`src/rtl/prio_irq_pkg.sv`:
```
package prio_irq_pkg;

  localparam int NLINES = 8;
  localparam int LVL_W  = $clog2(NLINES);

  typedef enum logic [1:0] {
    CFG_READY,
    CFG_VEC,
    CFG_CASC,
    CFG_MODE
  } cfg_state_e;

  // index of the most urgent (lowest-numbered) set bit; 0 when none
  function automatic logic [LVL_W-1:0] first_set(input logic [NLINES-1:0] v);
    logic [LVL_W-1:0] r;
    r = '0;
    for (int i = NLINES - 1; i >= 0; i--) begin
      if (v[i]) r = LVL_W'(i);
    end
    return r;
  endfunction

  // lines allowed to interrupt given the in-service set
  function automatic logic [NLINES-1:0] allowed_lines(input logic [NLINES-1:0] isr);
    logic [NLINES-1:0] m;
    logic [LVL_W-1:0]  k;
    k = first_set(isr);
    for (int i = 0; i < NLINES; i++) begin
      m[i] = (isr == '0) || (LVL_W'(i) < k);
    end
    return m;
  endfunction

  function automatic logic [NLINES-1:0] level_bit(input logic [LVL_W-1:0] lvl);
    return NLINES'(1) << lvl;
  endfunction

  // drop the most urgent in-service bit
  function automatic logic [NLINES-1:0] retire_top(input logic [NLINES-1:0] isr);
    if (isr == '0) return '0;
    return isr & ~level_bit(first_set(isr));
  endfunction

endpackage

```
`src/rtl/pic_cmd_decode.sv`:
```
module pic_cmd_decode
  import prio_irq_pkg::*;
(
  input  logic       clk,
  input  logic       rst_n,
  input  logic       sel_odd,
  input  logic       wr_en,
  input  logic [7:0] wdata,
  output logic       cfg_start,
  output logic       mask_wr,
  output logic       eoi_cmd,
  output logic       poll_cmd,
  output logic       rsel_wr,
  output logic       rsel_isr,
  output cfg_state_e cfg_state
);

  logic       need_mode_q;
  logic       even_wr, odd_wr, ready;

  assign even_wr   = wr_en && !sel_odd;
  assign odd_wr    = wr_en && sel_odd;
  assign ready     = (cfg_state == CFG_READY);

  assign cfg_start = even_wr && wdata[4];
  assign mask_wr   = odd_wr && ready;
  assign eoi_cmd   = even_wr && ready && !wdata[4] && !wdata[3] && (wdata[7:5] == 3'b001);
  assign poll_cmd  = even_wr && ready && !wdata[4] && wdata[3] && wdata[2];
  assign rsel_wr   = even_wr && ready && !wdata[4] && wdata[3] && wdata[1];
  assign rsel_isr  = wdata[0];

  always_ff @(posedge clk) begin
    if (!rst_n) begin
      cfg_state   <= CFG_READY;
      need_mode_q <= 1'b0;
    end else if (cfg_start) begin
      cfg_state   <= CFG_VEC;
      need_mode_q <= wdata[0];
    end else if (odd_wr) begin
      case (cfg_state)
        CFG_VEC:  cfg_state <= CFG_CASC;
        CFG_CASC: cfg_state <= need_mode_q ? CFG_MODE : CFG_READY;
        CFG_MODE: cfg_state <= CFG_READY;
        default:  cfg_state <= CFG_READY;
      endcase
    end
  end

endmodule

```
`src/rtl/pic_prio_resolve.sv`:
```
module pic_prio_resolve
  import prio_irq_pkg::*;
(
  input  logic [NLINES-1:0] irr,
  input  logic [NLINES-1:0] mask,
  input  logic [NLINES-1:0] isr,
  output logic              req_valid,
  output logic [LVL_W-1:0]  req_lvl
);

  logic [NLINES-1:0] eligible;

  assign eligible  = irr & ~mask & allowed_lines(isr);
  assign req_valid = (eligible != '0);
  assign req_lvl   = first_set(eligible);

endmodule

```
`src/rtl/pic_state_regs.sv`:
```
module pic_state_regs
  import prio_irq_pkg::*;
(
  input  logic              clk,
  input  logic              rst_n,
  input  logic [NLINES-1:0] irq_in,
  input  logic [7:0]        wdata,
  input  logic              cfg_start,
  input  logic              mask_wr,
  input  logic              eoi_cmd,
  input  logic              poll_cmd,
  input  logic              rsel_wr,
  input  logic              rsel_isr,
  input  logic              even_rd,
  input  logic              ack_fire,
  input  logic [LVL_W-1:0]  ack_lvl,
  output logic [NLINES-1:0] irr_q,
  output logic [NLINES-1:0] isr_q,
  output logic [NLINES-1:0] mask_q,
  output logic              poll_armed,
  output logic              show_isr
);

  logic [NLINES-1:0] ack_bit;
  assign ack_bit = ack_fire ? level_bit(ack_lvl) : '0;

  always_ff @(posedge clk) begin
    if (!rst_n) begin
      irr_q      <= '0;
      isr_q      <= '0;
      mask_q     <= '1;
      poll_armed <= 1'b0;
      show_isr   <= 1'b0;
    end else begin
      irr_q <= irq_in & ~ack_bit;

      if (cfg_start)    isr_q <= '0;
      else if (eoi_cmd) isr_q <= retire_top(isr_q);
      else              isr_q <= isr_q | ack_bit;

      if (mask_wr) mask_q <= wdata;

      if (cfg_start)     poll_armed <= 1'b0;
      else if (poll_cmd) poll_armed <= 1'b1;
      else if (even_rd)  poll_armed <= 1'b0;

      if (cfg_start)    show_isr <= 1'b0;
      else if (rsel_wr) show_isr <= rsel_isr;
    end
  end

endmodule

```
`src/rtl/prio_irq_ctrl.sv`:
```
module prio_irq_ctrl
  import prio_irq_pkg::*;
(
  input  logic       clk,
  input  logic       rst_n,
  input  logic       sel_odd,
  input  logic       wr_en,
  input  logic       rd_en,
  input  logic [7:0] wdata,
  output logic [7:0] rdata,
  input  logic [7:0] irq_in,
  output logic       int_out
);

  logic              cfg_start, mask_wr, eoi_cmd, poll_cmd, rsel_wr, rsel_isr;
  cfg_state_e        cfg_state;
  logic [NLINES-1:0] irr_q, isr_q, mask_q;
  logic              poll_armed, show_isr;
  logic              req_valid;
  logic [LVL_W-1:0]  req_lvl;

  // named events for the checker
  logic even_rd, poll_rd, ack_fire, spur_rd, eoi_fire;
  logic [7:0] poll_word;

  assign even_rd  = rd_en && !sel_odd;
  assign poll_rd  = even_rd && poll_armed;
  assign ack_fire = poll_rd && req_valid;
  assign spur_rd  = poll_rd && !req_valid;
  assign eoi_fire = eoi_cmd;

  pic_cmd_decode u_dec (
    .clk(clk), .rst_n(rst_n), .sel_odd(sel_odd), .wr_en(wr_en), .wdata(wdata),
    .cfg_start(cfg_start), .mask_wr(mask_wr), .eoi_cmd(eoi_cmd),
    .poll_cmd(poll_cmd), .rsel_wr(rsel_wr), .rsel_isr(rsel_isr),
    .cfg_state(cfg_state)
  );

  pic_prio_resolve u_res (
    .irr(irr_q), .mask(mask_q), .isr(isr_q),
    .req_valid(req_valid), .req_lvl(req_lvl)
  );

  pic_state_regs u_regs (
    .clk(clk), .rst_n(rst_n), .irq_in(irq_in), .wdata(wdata),
    .cfg_start(cfg_start), .mask_wr(mask_wr), .eoi_cmd(eoi_cmd),
    .poll_cmd(poll_cmd), .rsel_wr(rsel_wr), .rsel_isr(rsel_isr),
    .even_rd(even_rd), .ack_fire(ack_fire), .ack_lvl(req_lvl),
    .irr_q(irr_q), .isr_q(isr_q), .mask_q(mask_q),
    .poll_armed(poll_armed), .show_isr(show_isr)
  );

  assign poll_word = req_valid ? {1'b1, {(7-LVL_W){1'b0}}, req_lvl}
                               : {1'b0, {(7-LVL_W){1'b0}}, LVL_W'(NLINES - 1)};

  always_comb begin
    if (sel_odd)         rdata = mask_q;
    else if (poll_armed) rdata = poll_word;
    else if (show_isr)   rdata = isr_q;
    else                 rdata = irr_q;
  end

  assign int_out = req_valid;

endmodule

```
`config.mk`:
```
export PLATFORM = sky130hd
export DESIGN_NAME = prio_irq_ctrl
export DESIGN_NICKNAME = d
export VERILOG_FILES = /design/src/rtl/prio_irq_pkg.sv /design/src/rtl/pic_cmd_decode.sv /design/src/rtl/pic_prio_resolve.sv /design/src/rtl/pic_state_regs.sv /design/src/rtl/prio_irq_ctrl.sv
export SDC_FILE = /design/constraint.sdc
export NUM_CORES = 1
export LEC_CHECK = 0
export ABC_AREA = 1
export BUFFER_PORTS_ARGS = -buffer_cell sky130_fd_sc_hd__clkbuf_2
export CAP_MARGIN = 20
export CORE_UTILIZATION = 45
export CTS_CLUSTER_SIZE = 30
export DETAILED_ROUTE_END_ITERATION = 6
export GPL_TIMING_DRIVEN = 0
export PLACE_DENSITY = 0.73
export SKIP_CTS_REPAIR_TIMING = 1
export SLEW_MARGIN = 20
export SYNTH_ARGS = -nofsm -noshare
export SYNTH_HDL_FRONTEND = slang
export SYNTH_SLANG_ARGS = --single-unit
export TNS_END_PERCENT = 10
```
`constraint.sdc`:
```
create_clock -name clk -period 1.8 [get_ports clk]
set_input_delay 0.18 -clock clk [delete_from_list [all_inputs] [get_ports clk]]
set_output_delay 0.18 -clock clk [all_outputs]
set_load 0.005 [all_outputs]
```
# ---- Word-level counts from Yosys, hierarchy flattened
# Cells that the tools add are included.
dict set report word_totals {
  ff_bits 29
  inputBits 21
  output_inout_bits 9
  word_cells 99
}
dict set report op_classes {
  magnitude_cmp 8
  eq_ne 3
  n_shift 2
  mux 38
  bitwise_logic 9
  n_reduce_logical 31
}
# op count
set op_table {}
lappend op_table {{$mux W8} 8}
lappend op_table {{$mux W3} 20}
lappend op_table {{$and A8 B8 Y8} 4}
lappend op_table {{$not A8 Y8} 3}
lappend op_table {{$shl A1 B3 Y8 const A} 2}
lappend op_table {{$logic_and A1 B1 Y1} 14}
lappend op_table {{$lt A3 B3 Y1 const A} 4}
lappend op_table {{$logic_not A8 Y1} 1}
lappend op_table {{$logic_or A1 B1 Y1} 8}
lappend op_table {{$mux W1} 8}
lappend op_table {{$or A8 B8 Y8} 1}
lappend op_table {{$reduce_bool A8 Y1} 1}
lappend op_table {{$lt A1 B3 Y1 const A} 2}
lappend op_table {{$lt A2 B3 Y1 const A} 2}
lappend op_table {{$pmux W2 S2} 1}
lappend op_table {{$reduce_bool A2 Y1} 2}
lappend op_table {{$eq A3 B1 Y1 const B} 1}
lappend op_table {{$logic_not A1 Y1} 3}
lappend op_table {{$eq A2 B1 Y1 const B} 1}
lappend op_table {{$eq A2 B2 Y1 const B} 1}
lappend op_table {{$logic_not A2 Y1} 1}
lappend op_table {{$mux W2} 1}
lappend op_table {{$reduce_or A2 Y1} 1}
lappend op_table {{$not A1 Y1} 1}

# ---- Logic depth before layout (Yosys ltp)
# Gate-level depths: netlist of run 1.
dict set report depth {
  depth_word 23
  depth_mapped 18
  depth_no_buf 18
}

# ---- Modules after synthesis
# From an unflattened synthesis of run 1, not the netlist that was laid out.
dict set report unflattened {
  cells_unflattened 320
  hier_area_um2 1975.6
}
# mod instances cells_per_inst area_each_um2 seq_area_each_um2
set modules_own_cells {}
lappend modules_own_cells {pic_state_regs 1 154 1107.3 520.5}
lappend modules_own_cells {pic_prio_resolve 1 66 319.1 0.0}
lappend modules_own_cells {prio_irq_ctrl 1 55 290.3 0.0}
lappend modules_own_cells {pic_cmd_decode 1 45 259.0 60.1}

# ---- Worst setup path after synthesis of run 1
# No wires, ideal clock.
dict set report synth_timing {
  path_type {register -> output}
  startpoint {register u_regs.isr_q[0]}
  endpoint {output rdata[0]}
  t_arrival_ns 1.462
  required_ns 1.620
  setup_slack_ns 0.158
  path_stages_with_launch 17
  n_path_buf 0
  path_cell_list {dfxtp_1 inv_2 nand3_4 nor2_4 inv_4 nor2_8 nand3_2 nand2_1 nand2_1 nand2_1 nand2_2 nand2_4 nand2_4 nand2_4 inv_2 o21bai_2 nand2_1}
}
dict set report synth_via {
  elab_chain_len 15
  elab_cells_between_ends 32
  classes_between {8 x order compare; 13 x mux; 1 x bitwise; 10 x reduce/logical}
}
# element line_no
set synth_lines {}
lappend synth_lines {{from (decl)} pic_state_regs.sv:18} ;# output logic [NLINES-1:0] isr_q,
lappend synth_lines {{from (signal assigned)} pic_state_regs.sv:38} ;# else if (eoi_cmd) isr_q <= retire_top(isr_q);
lappend synth_lines {{from (signal assigned)} pic_state_regs.sv:39} ;# else isr_q <= isr_q | ack_bit;
lappend synth_lines {{$mux W3} prio_irq_pkg.sv:18} ;# if (v[i]) r = LVL_W'(i);
lappend synth_lines {{$lt A3 B3 Y1} prio_irq_pkg.sv:29} ;# m[i] = (isr == '0) || (LVL_W'(i) < k);
lappend synth_lines {{$logic_or A1 B1 Y1} prio_irq_pkg.sv:29}
lappend synth_lines {{$and A8 B8 Y8} pic_prio_resolve.sv:13} ;# assign eligible = irr & ~mask & allowed_lines(isr);
lappend synth_lines {{$mux W3 (8 in a row)} prio_irq_pkg.sv:18}
lappend synth_lines {{$mux W8} prio_irq_ctrl.sv:53} ;# assign poll_word = req_valid ? {1'b1, {(7-LVL_W){1'b0}}, req_lvl}
lappend synth_lines {{$mux W8 *} prio_irq_ctrl.sv:58} ;# else if (poll_armed) rdata = poll_word;
lappend synth_lines {{$mux W8 *} prio_irq_ctrl.sv:57} ;# if (sel_odd) rdata = mask_q;
lappend synth_lines {{to (decl)} prio_irq_ctrl.sv:10} ;# output logic [7:0] rdata,
# Every way passes the cells marked *; elsewhere a longest branch is shown, timed or not.

# ---- Worst setup path after layout of run 1
# Ends and elaborated chain as after synthesis.

==> out/metrics.yaml, run 1 <==
cts-htree-levels: 2
r2r_cells: 16
cts_tree: "yes"
syn_area_per_cell_um2: 6.78
fmax_mhz: 446
final_common_cell: "nand2_1"
grt_pass1_wl_um: 7610
rsz0062_at_grt: "yes"
fin_setup_tns_ns: -2.94
holdCritStartpoint: "irq_in[6]"
dr.pass1.iters: 4
ys_seq_area_share_pct: 33.2
startpoint_type: "register"
fin_ws_ns: -0.442
setup_viol: 20
avgRoutedWirePerCell_um: 13.7
min_period_ns: 2.24
syn-cell-area_um2: 1750
clkTransAtPathRegs_ns: 0.07
synth_top_area_share_pct: 33.2
status: "finished with violations"
grt_max_degree: 11
r2r_start: "u_regs.isr_q[0]$_SDFF_PP0_"
clock_sinks: 29
holdPathStages: 3
start_util_pct: 47.4
io_pins: 30
die_w_um: 64.3
drtIter0Drc: 178
rows: 22
grt_usage_pct: 24.6
postRouteAntennaNets: 0
synth_top_area_cell: "dfxtp_1"
crit_slowest_cell: "dfxtp_4"
synth-seq-cells: 29
worst_pin_slew_ns: 0.752
worstPathCellList: "inv_4 > nand3_4 > nor2_4 > clkinv_4 > nor3b_2 > nand2_2 > nand2_1 > nand2_2 > nand2_4 > nand2_4 > nand2_4 > inv_2 > o21bai_4 > nand2_1 > clkbuf_2"
relSlewSlack_pct: 49.7
antenna_cells: 0
cp_data_required_time_ns: 1.62
cts_inserted_buffers: 5
cp_max_fo: 5
design_area_um2: 2310
worstPathBufferInverterCount: 4
synth_area_leaders: "dfxtp_1, nand2_1, inv_1, nand3_1, o21ai_0"
drv_slew: 0
core_area_um2: 3690
grt_pass1_vias: 1685
clk_latency_ns: 0.29
yosys_warnings: 0
fin_crit_sh_pct: 125
synth_cells: 258
hold_viol_final: 0
final_cell_mix: "nand2_1, inv_1, clkbuf_2"
cp_top_family: "simple AND/OR/NAND/NOR gates"
dp_hpwl_um: 3490
place_area_um2: 1950
vias: 1910
die_h_um: 64.3
p_leak_nw: 1.14
p_per_area_nw_per_um2: 648
antenna_found_initial: 0
ys_types: 35
cp.arrival_ns: 2.06
globalplace.congestion: 0.938
port_buffers: 28
syn_nets: 282
vdd_drop_max_mv: 0.523
synth_edf_count: 0
hold_path_class: "primary input to register"
cp-end-kind: "output port"
dp_slack_ns: -0.130
synth_flop_cell: "dfxtp_1"
cts_root_buffer: "clkbuf_8"
drc: 0
drt_wl_total_um: 4970
timing.rr.end: "u_regs.irr_q[7]$_SDFF_PN0_"
critPathMostFrequentCell: "nand2_4"
violations: "setup timing"
drive_gt1_share_pct: 34.2
rrSetupSlack_ns: -0.19
cts_buffer_depth: 2
via_per_inst: 5.25
slowest_delay_ns: 0.35
whs_endpoint: "u_regs.irr_q[6]$_SDFF_PN0_"
final_nets: 340
path_class: "register to output port"
fp.dieArea_um2: 4140
cap_violations: 0
skew_ns: 0.00911
area_delta_synth_final_pct: 31.8
overflow: 0
async_flop_share_pct: 0
how the worst max path moves through the flow:
stage / from / end / slack, ns / cells past startpoint
after floorplan: u_regs.isr_q[0]$_SDFF_PP0_ / rdata[0] / 0.16 / 16
after global placement: u_regs.isr_q[0]$_SDFF_PP0_ / rdata[7] / -0.15 / 12
after detailed placement: u_regs.isr_q[0]$_SDFF_PP0_ / rdata[0] / -0.13 / 13
after CTS: u_regs.isr_q[0]$_SDFF_PP0_ / rdata[0] / -0.44 / 13
after global routing: u_regs.isr_q[0]$_SDFF_PP0_ / rdata[0] / -0.57 / 17
final: u_regs.isr_q[0]$_SDFF_PP0_ / rdata[0] / -0.44 / 15
routing by layer:
layer | up-vias | wire [um] | part of all wire (%) | global-route usage [%]
li1 | 961 | - | - | -
met1 | 862 | 2130 | 43 | 32.9
met2 | 73 | 2350 | 47 | 35.4
met3 | 14 | 346 | 7.0 | 5.18
met4 | 0 | 143 | 2.9 | 15.3
met5 | - | 0 | 0 | 0
Yosys cell counts (all sizes together) (2+ instances only):
cell / n
dfxtp: 29
nor3: 6
nand3: 26
nor2: 23
nand2: 58
nor4: 2
inv: 49
a21oi: 15
ha: 3
nand4: 4
clkbuf: 3
o21ai: 20
a31oi: 9
registers in the layout, summed over array words and instances (netlist names):
name,cells
u_regs.mask_q,8
u_dec.cfg_state,2
u_regs.show_isr,1
u_regs.isr_q,8
u_regs.poll_armed,1
u_regs.irr_q,8
u_dec.need_mode_q,1
through the flow:
stage / hold slack [ns] / instances / total power (W) / utilization, %
CTS: 0.106 / 341 / 0.00145 / 55.2
finish: 0.105 / 364 / 0.00149 / 62.5
detailed placement: 0.399 / 334 / 0.000912 / 52.8
floorplan: 0.299 / 258 / 0.000827 / -
global route: 0.115 / 364 / 0.00157 / 62.5
global placement: 0.393 / 334 / 0.000907 / 52.8
cells by family after synthesis:
family / after synthesis / synth area share, %
adder cells (fa/ha/maj): 3 / 2.15
AO/OA/AOI/OAI: 48 / 15.7
AND/OR/NAND/NOR: 124 / 37.1
flip-flops: 29 / 33.2
buffers and inverters: 54 / 11.8
tightest hold or removal path, delay by kind of cell:
family | cells | cell delay (ns)
buf+inv | 2 | 0.13
simple gates | 1 | 0.06
report_power, final:
| group | internal, W | switching, W | total, W |
|---|---|---|---|
| registers | 0.000666 | 0.0000169 | 0.000683 |
| logic | 0.000114 | 0.000157 | 0.000271 |
| clock network | 0.000302 | 0.000237 | 0.000540 |
final cells by class:
class / instances / area, um2
Fill cell: 348 / 1380
Clock buffer: 7 / 86.3
Inverter: 50 / 200
Timing Repair Buffer: 51 / 313
Multi-Input combinational cell: 175 / 1040
Tap cell: 48 / 60.1
Sequential cell: 29 / 588
Buffer: 4 / 17.5
No activity file was read; power rests on OpenSTA's default activity.
==> run 2: changes to the inputs <==
CORE_MARGIN = 10   (was not set)
RECOVER_POWER = 25   (was not set)
clock period = 2.5 ns   (was 1.8 ns; I/O delays follow)
==> run 2 against run 1 <==
Against the previous run:
- the run now ends clean
- design area down 11%
- total power down 28%
- clock skew fell by 0.0067 ns
- global-route usage shrank 9.5 points
- wire length decreased by 5.7%
- critical path type unchanged
- largest power group unchanged
- highest routed layer unchanged
==> out/metrics.yaml, run 2 (synthesized netlist as in run 1, its figures left out) <==
status: "complete, no violations"
cp_max_fo: 5
slowest_delay_ns: 0.34
timing.rr.end: "u_regs.irr_q[5]$_SDFF_PN0_"
holdPathStages: 3
fin_setup_tns_ns: 0
skew_ns: 0.00237
place_inst: 334
p_per_area_nw_per_um2: 521
vias: 1764
globalplace.congestion: 0.910
r2r_cells: 12
crit_slowest_cell: "dfxtp_1"
grt_use_met1_pct: 18.8
via_per_inst: 5.16
area_delta_synth_final_pct: 17.7
io_pins: 30
fin_crit_sh_pct: 93.3
fin_ws_ns: 0.167
rsz0062_at_grt: "no"
fin_hold_ws_ns: 0.172
drc: 0
clkPwrFrac_pct: 39.5
cts-htree-levels: 2
clock_sinks: 29
relSlewSlack_pct: 54.2
final_cell_mix: "nand2_1, inv_1, dfxtp_1"
cap_violations: 0
cts_root_buffer: "clkbuf_8"
p_leak_nw: 1.01
antenna_found_initial: 0
antenna_cells: 0
whs_endpoint: "u_regs.irr_q[3]$_SDFF_PN0_"
hold_path_class: "primary input to register"
critPathMostFrequentCell: "nand2_1"
grt-busiest-layer: "met2"
startpoint_type: "register"
fp.dieArea_um2: 6780
p_int_w: 0.000787
rrSetupSlack_ns: 0.64
overflow: 0
postRouteAntennaNets: 0
hold_viol_final: 0
cts_inserted_buffers: 5
fillCellCount: 383
rows: 22
drive_gt1_share_pct: 24.1
worst_pin_slew_ns: 0.685
start_util_pct: 47.1
holdCritStartpoint: "irq_in[3]"
cts_buffer_depth: 2
r2r_start: "u_regs.isr_q[0]$_SDFF_PP0_"
swShare_pct: 26.5
final_common_cell: "nand2_1"
die_h_um: 82.3
grt_usage_pct: 15.1
dp_hpwl_um: 3770
cp.arrival_ns: 2.08
grt_max_degree: 11
grt_use_met2_pct: 23.6
p_seq_share_pct: 46.0
die_w_um: 82.3
p_comb_share_pct: 14.6
min_period_ns: 2.33
worstPathBufferInverterCount: 4
path_class: "register to output port"
clkTransAtPathRegs_ns: 0.06
drtIter0Drc: 140
top_regs: "u_regs.irr_q: 8 flops, u_regs.isr_q: 8 flops, u_regs.mask_q: 8 flops"
clk_latency_ns: 0.28
setup_viol: 0
cp-end-kind: "output port"
cp_top_family: "simple AND/OR/NAND/NOR gates"
switchingPower_w: 0.000284
worstPathCellList: "inv_2 > nand3_4 > nor2_4 > inv_4 > nor3b_2 > nand2_1 > nand3_1 > inv_1 > nand2_1 > nand2_2 > o21bai_2 > nand2_1 > clkbuf_2"
total_power_w: 0.00107
final_cells: 342
port_buffers: 28
core_area_um2: 3720
fmax_mhz: 429
drt_wl_total_um: 4690
grt_pass1_vias: 1718
avgRoutedWirePerCell_um: 13.7
dp_slack_ns: 0.471
dr.pass1.iters: 5
cts_tree: "yes"
final_nets: 317
gr-usage-met3_pct: 4.00
drv_slew: 0
cp_data_required_time_ns: 2.25
cp.depth: 13
grt_pass1_wl_um: 7800
vdd_drop_max_mv: 0.301
==> run 2: cell types whose count changed in the layout (fill, tap and decap cells not counted), moves of 3 or more <==
cell	delta
dfxtp_2	-3
inv_2	+3
nor2_1	+3
nand2_2	-3
buf_4	-23
nand2_1	+4
dfxtp_1	+4
==> run 2: power by group through the flow <==
stage                     Sequential, W  Clock [W]  Combinational (W)
after floorplan                0.000499          0          0.0000965
after global placement         0.000502          0           0.000152
after detailed placement       0.000502          0           0.000154
after CTS                      0.000492   0.000436           0.000155
after global routing           0.000494   0.000450           0.000179
final                          0.000492   0.000423           0.000156
==> run 2: worst min-delay path: cells and delay by family <==
family	cells	cell delay, ns
buffers and inverters	1	0.08
and+or+nand+nor	2	0.09
==> run 2: how the worst max path moves through the flow <==
stage,startpoint,endpoint
finish,u_regs.isr_q[0]$_SDFF_PP0_,rdata[0]
CTS,u_regs.isr_q[0]$_SDFF_PP0_,rdata[7]
global placement,u_regs.isr_q[0]$_SDFF_PP0_,rdata[7]
floorplan,u_regs.isr_q[0]$_SDFF_PP0_,rdata[0]
global route,u_regs.isr_q[6]$_SDFF_PP0_,rdata[1]
detailed placement,u_regs.isr_q[0]$_SDFF_PP0_,rdata[7]
==> run 2: final cells by class <==
type	count	area (um2)	share of cell area, %
Multi-Input combinational cell	175	971	47.2
Clock buffer	7	96.3	4.68
Inverter	50	190	9.24
Timing Repair Buffer	28	139	6.75
Buffer	4	16.3	0.790
Sequential cell	29	581	28.2
Clock inverter	1	5.00	0.243
Tap cell	48	60.1	2.92
==> run 2: per-layer routing <==
| metal | routed length, um | vias up |
|---|---|---|
| met1 | 2130 | 792 |
| li1 | - | 906 |
| met5 | 0 | - |
| met4 | 77 | 0 |
| met2 | 2100 | 60 |
| met3 | 372 | 6 |
==> run 2: per-stage QoR <==
step / utilization, % / cell area (um2)
5_1_grt: 55.4 / 2060
3_5_place_dp: 52.5 / 1950
4_1_cts: 55.2 / 2050
3_3_place_gp: 52.5 / 1950
2_1_floorplan: - / 1750
6_report: 55.4 / 2060
==> run 3: changes to the inputs <==
BUFFER_PORTS_ARGS = not set   (was -buffer_cell sky130_fd_sc_hd__clkbuf_2)
DONT_BUFFER_PORTS = 1   (was not set)
MAX_ROUTING_LAYER = met4   (was not set)
PLACE_DENSITY = 0.67   (was 0.73)
==> run 3 against run 2 <==
Against the previous run:
- largest power group is now clock
- clock power up 19%
- non-clock buffer count fell by 28
- sequential power about the same
- largest cell class unchanged
==> out/metrics.yaml, run 3 (synthesized netlist as in run 1, its figures left out) <==
start_util_pct: 47.1
crit_slowest_cell: "dfxtp_1"
final_common_cell: "nand2_1"
fp.dieArea_um2: 6780
crit_start: "u_regs.isr_q[3]$_SDFF_PP0_"
clk_latency_ns: 0.28
total_power_w: 0.00112
rows: 22
antenna_found_initial: 0
io_pins: 30
cp_max_fo: 6
hold_viol_final: 0
drt_wl_total_um: 4720
worstPathCellList: "inv_1 > nand2_1 > nand2_2 > nand2_1 > nand2_1 > nand2_1 > nand2_1 > nand3_1 > inv_1 > nand2_1 > nand2_2 > o221ai_1"
final_nets: 289
r2r_start: "u_regs.isr_q[3]$_SDFF_PP0_"
fmax_mhz: 439
final_cell_mix: "nand2_1, inv_1, dfxtp_1"
slowest_delay_ns: 0.50
worstPathBufferInverterCount: 2
multiInputGateArea_um2: 968
cts_buffer_depth: 2
vdd_drop_max_mv: 0.468
grt_usage_pct: 15.2
status: "complete, no violations"
worst_pin_slew_ns: 0.725
fillCellCount: 400
drive_gt1_share_pct: 16.2
min_period_ns: 2.28
grt_max_degree: 11
cts_root_buffer: "clkbuf_8"
dp_hpwl_um: 3760
p_leak_nw: 0.905
hold_path_class: "primary input to register"
vias: 1646
drc: 0
clock_sinks: 29
register_area_um2: 581
cp_data_required_time_ns: 2.25
die_h_um: 82.3
antenna_cells: 0
holdCritStartpoint: "irq_in[3]"
path_class: "register to output port"
fin_hold_ws_ns: 0.0783
area_delta_synth_final_pct: 10.4
cp.arrival_ns: 2.03
startpoint_type: "register"
rsz0062_at_grt: "no"
drv_slew: 0
p_per_area_nw_per_um2: 582
grt_pass1_wl_um: 7630
core_area_um2: 3720
rrSetupSlack_ns: 0.70
setup_viol: 0
relSlewSlack_pct: 51.5
via_per_inst: 5.24
skew_ns: 0.00769
cts-htree-levels: 2
dr.pass1.iters: 4
drtIter0Drc: 129
utilization_pct: 52.0
cts_tree: "yes"
port_buffers: 0
die_w_um: 82.3
fin_setup_tns_ns: 0
clkTransAtPathRegs_ns: 0.07
globalplace.congestion: 0.936
grt_pass1_vias: 1546
cp-end-kind: "output port"
overflow: 0
critPathMostFrequentCell: "nand2_1"
cp_top_family: "simple AND/OR/NAND/NOR gates"
cap_violations: 0
fin_crit_sh_pct: 91.1
avgRoutedWirePerCell_um: 15.0
postRouteAntennaNets: 0
cts_inserted_buffers: 5
top_regs: "u_regs.irr_q: 8 flops, u_regs.isr_q: 8 flops, u_regs.mask_q: 8 flops"
## run 3: cell types whose count changed in the layout (fill, tap and decap cells not counted), sizes merged
cell,previous run,this run
clkinv,2,1
bufinv,0,1
clkbuf,38,10
## run 3: through the flow
step                instance area, um2  worst slack (ns)  std cells
finish                            1930             0.224        314
global route                      1930            0.0352        314
CTS                               1930             0.202        314
detailed placement                1810             0.519        306
global placement                  1810             0.506        306
floorplan                         1750             0.788        258
## run 3: final timing paths
kind,endpoint,depth (start not counted)
setup / recovery,rdata[7],12
hold / removal,u_regs.irr_q[3]$_SDFF_PN0_,2
setup reg to reg,u_regs.irr_q[5]$_SDFF_PN0_,13
hold reg to reg,u_regs.mask_q[1]$_SDFFE_PN1P_,2
## run 3: per-layer routing
layer / global-route usage (%) / part of all wire (%) / wire (um)
met5: - / 0 / 0
met2: 21.8 / 45 / 2110
met1: 19.7 / 47 / 2220
met3: 4.75 / 7.3 / 346
met4: 4.93 / 0.76 / 36
## run 3: area by class of cell
class	instances	share of cell area [%]
Clock buffer	7	4.47
Tap cell	48	3.11
Sequential cell	29	30.1
Multi-Input combinational cell	175	50.1
Inverter	50	9.84
Buffer	4	0.842
Clock inverter	1	1.55
## run 3: worst register-to-register path: cells and delay by family, from the launching register on
kind                   cells  cell delay (ns)
AND/OR/NAND/NOR           10             0.97
flip-flops                 1             0.50
buffers and inverters      3             0.21
## run 3: power breakdown
| part | switching (W) | internal [W] | total (W) | leakage (nW) |
|---|---|---|---|---|
| combinational | 0.0000886 | 0.0000389 | 0.000128 | 0.609 |
| clock | 0.000179 | 0.000325 | 0.000504 | 0.0585 |
| sequential | 0.0000116 | 0.000481 | 0.000492 | 0.238 |
